[src/rtl/isc_pkg.sv]
package isc_pkg;
   typedef enum logic [1:0] {
      ST_IDLE  = 2'd0,
      ST_ISSUE = 2'd1,
      ST_WAIT  = 2'd2
   } isc_state_t;

   localparam int unsigned ISC_DEF_WORDS  = 64;
   localparam int unsigned ISC_DEF_DATA_W = 16;
endpackage

[src/rtl/isc_seq.sv]
module isc_seq
   import isc_pkg::*;
#(
   parameter int unsigned NUM_WORDS = 64,
   parameter int unsigned ADDR_W    = 6
) (
   input  logic              clk,
   input  logic              rst_n,
   input  logic              start,
   input  logic              rd_ack,
   input  logic              rd_err,
   output logic              rd_req,
   output logic [ADDR_W-1:0] rd_addr,
   output logic              busy,
   output logic              clr,
   output logic              take,
   output logic              finish_ok,
   output logic              abort
);
   localparam logic [ADDR_W-1:0] LAST_ADDR = ADDR_W'(NUM_WORDS - 1);

   isc_state_t        state_q, state_d;
   logic [ADDR_W-1:0] addr_q,  addr_d;
   logic              at_last;
   logic              resp;

   assign at_last   = (addr_q == LAST_ADDR);
   assign resp      = (state_q == ST_WAIT) && rd_ack;
   assign clr       = (state_q == ST_IDLE) && start;
   assign take      = resp && !rd_err;
   assign abort     = resp && rd_err;
   assign finish_ok = take && at_last;

   always_comb begin
      state_d = state_q;
      addr_d  = addr_q;
      unique case (state_q)
         ST_IDLE: begin
            if (start) begin
               state_d = ST_ISSUE;
               addr_d  = '0;
            end
         end
         ST_ISSUE: state_d = ST_WAIT;
         ST_WAIT: begin
            if (abort || finish_ok) begin
               state_d = ST_IDLE;
            end else if (take) begin
               state_d = ST_ISSUE;
               addr_d  = addr_q + 1'b1;
            end
         end
         default: state_d = ST_IDLE;
      endcase
   end

   always_ff @(posedge clk or negedge rst_n) begin
      if (!rst_n) begin
         state_q <= ST_IDLE;
         addr_q  <= '0;
      end else begin
         state_q <= state_d;
         addr_q  <= addr_d;
      end
   end

   assign rd_req  = (state_q == ST_ISSUE);
   assign rd_addr = addr_q;
   assign busy    = (state_q != ST_IDLE);
endmodule

[config.mk]
export PLATFORM = sky130hd
export DESIGN_NAME = isc_seq
export DESIGN_NICKNAME = d
export VERILOG_FILES = /design/src/rtl/isc_pkg.sv /design/src/rtl/isc_seq.sv
export SDC_FILE = /design/constraint.sdc
export NUM_CORES = 1
export LEC_CHECK = 0
export ABC_CLOCK_PERIOD_IN_PS = 3300
export CAP_MARGIN = 10
export CELL_PAD_IN_SITES_DETAIL_PLACEMENT = 1
export CELL_PAD_IN_SITES_GLOBAL_PLACEMENT = 1
export CORE_MARGIN = 1.5
export CORE_UTILIZATION = 33
export DETAILED_ROUTE_END_ITERATION = 7
export PLACE_DENSITY = 0.83
export SYNTH_ARGS = -nofsm -noshare
export SYNTH_HDL_FRONTEND = slang
export SYNTH_SLANG_ARGS = --single-unit
[constraint.sdc]
create_clock -name clk -period 3.3 [get_ports clk]
set_input_delay 0.495 -clock clk [delete_from_list [all_inputs] [get_ports clk]]
set_output_delay 0.495 -clock clk [all_outputs]
set_load 0.03 [all_outputs]
======== Word level (Yosys, flattened, before mapping) ========
Cells that the tools add are included.
cells by class
  add/sub/neg operators ................... 1
  equality and inequality tests ........... 7
  multiplexer cells ....................... 8
  reductions and logical operators ........ 12
operator list
  kind                   number
  $mux W6                3
  $pmux W6 S2            1
  $add A6 B1 Y6 const B  1
  $eq A6 B6 Y1 const B   1
  $mux W2                3
  $ne A2 B2 Y1 const B   3
  $pmux W2 S3            1
  $logic_and A1 B1 Y1    5
  $reduce_and A4 Y1      1
  $reduce_bool A2 Y1     2
  $ne A3 B2 Y1 const B   1
  $eq A2 B1 Y1 const B   1
  $eq A2 B2 Y1 const B   1
  $logic_not A2 Y1       1
  $reduce_and A2 Y1      1
  $logic_not A1 Y1       1
  $logic_or A1 B1 Y1     1
storage, ports and cells
  register bits after elaboration ......... 8
  output and inout bits ................... 12
  logic and storage cells ................. 30

======== Longest topological paths before layout ========
  depth after elaboration ................. 7
  gate-level depth with buffers ........... 5

======== Worst setup path before layout ========
OpenSTA, ideal clock, no wires.
  path type ............................... in2reg
  from .................................... input start
  to ...................................... register addr_q[1], in the netlist rd_addr[1]
  setup time .............................. 125 ps
  arrival ................................. 1980 ps
  data required time ...................... 3175 ps
  path slack .............................. 1195 ps
  stages on the path ...................... 4
  cell sequence ........................... nor3b_1 -> or2_2 -> nor2b_4 -> mux2_4
between the ends
  longest elaborated chain between the ends .. 2
ends and longest elaborated chain
  item                                RTL line       source
  from (decl)                         isc_seq.sv:9   input logic start,
  $ne A2 B2 Y1 (no source line)       n/a
  $reduce_and A4 Y1 (no source line)  n/a
  to (signal assigned)                isc_seq.sv:63  addr_q <= addr_d;
  to (decl)                           isc_seq.sv:23  logic [ADDR_W-1:0] addr_q, addr_d;
No other way between the ends.
A chain may end at the register's enable or synchronous reset.

======== Final worst setup path ========
  from .................................... input rd_ack
  to ...................................... output take
between the ends
  longest elaborated chain between the ends .. 2
ends and longest elaborated chain
  item                 RTL line       source
  from (decl)          isc_seq.sv:10  input logic rd_ack,
  $logic_and A1 B1 Y1  isc_seq.sv:28  assign resp = (state_q == ST_WAIT) && rd_ack;
  $logic_and A1 B1 Y1  isc_seq.sv:30  assign take = resp && !rd_err;
  to (decl)            isc_seq.sv:16  output logic take,
No other way between the ends.

==> reports/metrics.csv <==
stage,metric,value,unit
worst_hold_path,hold_path_class,primary input to async pin,
die,dieHeight,40.5,um
yosys,yosys-top-cells-count,"dfrtp_1, o21ai_0, nor2_1",
timing,setup_violations,0,
power_and_ir_drop,clkPwrFrac,17.8,%
timing,slew_headroom,67.7,%
timing,rsz0062_at_grt,no,
timing,hold_viol,0,
timing,finalSetupTns,0,ns
clock_network,cts_resized,0,
global_routing,grt_pass1_vias,424,
timing,whs,0.516,ns
yosys,synthAdderAreaFrac,2.70,%
global_routing,antenna_found_initial,0,
yosys,synthTopCellsByArea,"dfrtp_1, a22o_2, o21ai_0",
yosys,synth_area,464,um^2
global_routing,grt_pass1_wl,1960,um
yosys,synth.distinct_cells,22,
timing,post-route-period-util,82.7,%
yosys,synthCells,47,
power_and_ir_drop,seq_power_share,32.8,%
timing,max_freq,366,MHz
route,via_per_inst,5.20,
route,wl,1250,um
status,outcome,finished clean,
finish,instances_no_fill,81,
global_routing,gr-usage-all-layers,19.5,%
timing,worst_slew_pin_slew,0.478,ns
yosys,synth-simple-area-share,26.4,%
die,num_rows,13,
clock_network,clk_latency,0.26,ns
yosys,muxShareOfSynthArea,5.39,%
power_and_ir_drop,p_sw_share,42.1,%
job,maxCapViolations,0,
placement,placed_cells,78,
clock_network,cts_sinks,8,
yosys,yosysSeqAreaShare,43.1,%
worst_setup_path,endpoint_kind,output pin,
yosys,synth_compound_area_share,18.3,%
yosys,synthXorXnorAreaFrac,0,%
placement,placed_area,641,um^2
yosys,synth_area_leader_cell,dfrtp_1,
yosys,synth-main-ff-cell,dfrtp_1,
die,ioPinCount,17,
finish,diodes,0,
worst_setup_path,critical_path_class,primary input to output pin,
route,dr.pass1.iters,4,
die,coreArea,1300,um^2
global_routing,grt_overflow,0,
clock_network,cts_root_buffer,clkbuf_4,
clock_network,cts_tree,built,
yosys,yosysWarnings,0,
clock_network,cts_max_path_buffers,2,
yosys,synth.top_cell.area_share,43.1,%
power_and_ir_drop,power.switching,0.188,mW
yosys,synth-seq-cells,8,
route,avgRoutedWirePerCell,15.4,um
yosys,synthArstFlopShare,100,%
power_and_ir_drop,p_per_area,674,nW/um^2
die,initial_utilization,35.7,%
worst_setup_path,path_max_fanout,3,
finish,drive_above_1_share,18.2,%
route,drc,0,
clock_network,postCtsHoldBufs,0,
worst_setup_path,cp-start-kind,primary input,
placement,port-buffer-count,16,
clock_network,cts.clk_slew.worst_paths,0.06,ns
placement,routabilityCongestion,0.768,
route,vias,421,
finish,finalInstanceArea,663,um^2
placement,dp_hpwl,896,um
route,drt_iter0_markers,8,
power_and_ir_drop,power.internal,0.259,mW
power_and_ir_drop,comb_power_share,49.4,%
finish,areaGrowthSynthToFinish,42.9,%
route,ant_nets,0,
timing,finalClockSkew,0.000277,ns
yosys,synthesis.nets,53,
die,die_w,40.5,um
worst_setup_path,cp.arrival,2.23,ns
yosys,avgSynthCellArea,9.88,um^2
timing,fin_ws,0.570,ns
die,die_area,1640,um^2
yosys,yosysMostFrequentCell,dfrtp_1,
power_and_ir_drop,max-vdd-ir-drop,0.000399,V
worst_setup_path,cp_data_required_time,2.80,ns
power_and_ir_drop,p_leak,0.290,nW
timing,fin_crit,2.73,ns
clock_network,cts_setup_buffers,0,
clock_network,cts_buffers,3,
global_routing,grt_max_degree,9,
placement,dp_slack,0.624,ns
finish,nets,74,
timing,slew_viol_final,0,
yosys,synth_edf_count,0,
yosys,synth_top_family_by_area,simple AND/OR/NAND/NOR gates,
clock_network,htreeDepth,1,
state kept, by name, summed over array words and instances (netlist names):
signal   flops
rd_addr      6
state_q      2
stage by stage:
| step | total power [mW] | util, % |
|---|---|---|
| 2_1_floorplan | 0.281 | - |
| 6_report | 0.447 | 51.0 |
| 4_1_cts | 0.450 | 51.0 |
| 3_3_place_gp | 0.365 | 49.2 |
| 3_5_place_dp | 0.368 | 49.2 |
| 5_1_grt | 0.476 | 51.0 |
worst max-delay path: stages:
cell	delay, ns
clkdlybuf4s50_1	0.50
nor4bb_1	0.48
clkdlybuf4s50_1	0.76
power groups by stage:
stage,combinational [mW],sequential (mW),clock [mW]
2_1_floorplan,0.120,0.161,0
3_3_place_gp,0.218,0.147,0
3_5_place_dp,0.221,0.147,0
4_1_cts,0.224,0.146,0.0813
5_1_grt,0.237,0.150,0.0890
6_report,0.221,0.147,0.0794
routing by layer:
layer  GRT usage, %  vias up  wire [um]
met5              0        -          0
met4           12.5        0         13
met1           25.5      203        625
li1               -      209          -
met2           26.6        7        572
met3           6.67        2         34
final timing paths:
kind / slack (ns) / cells after the start / to / startpoint
worst max-delay path: 0.57 / 3 / take / rd_ack
worst min-delay path: 0.52 / 1 / rd_addr[2] / rst_n
worst max register to register: 1.41 / 5 / rd_addr[1] / state_q[0]
worst min register to register: 0.59 / 1 / rd_addr[0] / rd_addr[0]
max in group asynchronous: 2.52 / 1 / state_q[1] / rst_n
min in group clk: 0.59 / 1 / rd_addr[0] / rd_addr[0]
final cells by class:
type	instances	area, um^2
clock buffers	3	22.5
fillers	160	638
inverters	3	11.3
multi-input cells	35	245
flip-flops and latches	8	200
well taps	15	18.8
repair buffers	17	165
cells by family after synthesis:
family / Yosys count
AND/OR/NAND/NOR: 20
AO/OA/AOI/OAI: 12
flip-flops: 8
buffers and inverters: 4
multiplexers: 2
adder cells (fa/ha/maj): 1
layout by cell type (no fill, tap or decap), types with 2 or more instances in the layout:
cell type / netlist / routed
inv_1: 3 / 3
clkbuf_4: 0 / 3
dfrtp_1: 8 / 8
o21ai_0: 6 / 6
a22o_2: 3 / 3
buf_4: 1 / 2
clkdlybuf4s50_1: 0 / 15
and3_1: 2 / 2
nand2b_1: 2 / 2
nand3_1: 3 / 3
nor2_1: 4 / 4
nand2_1: 3 / 3
(Power assumes the default switching activity.)
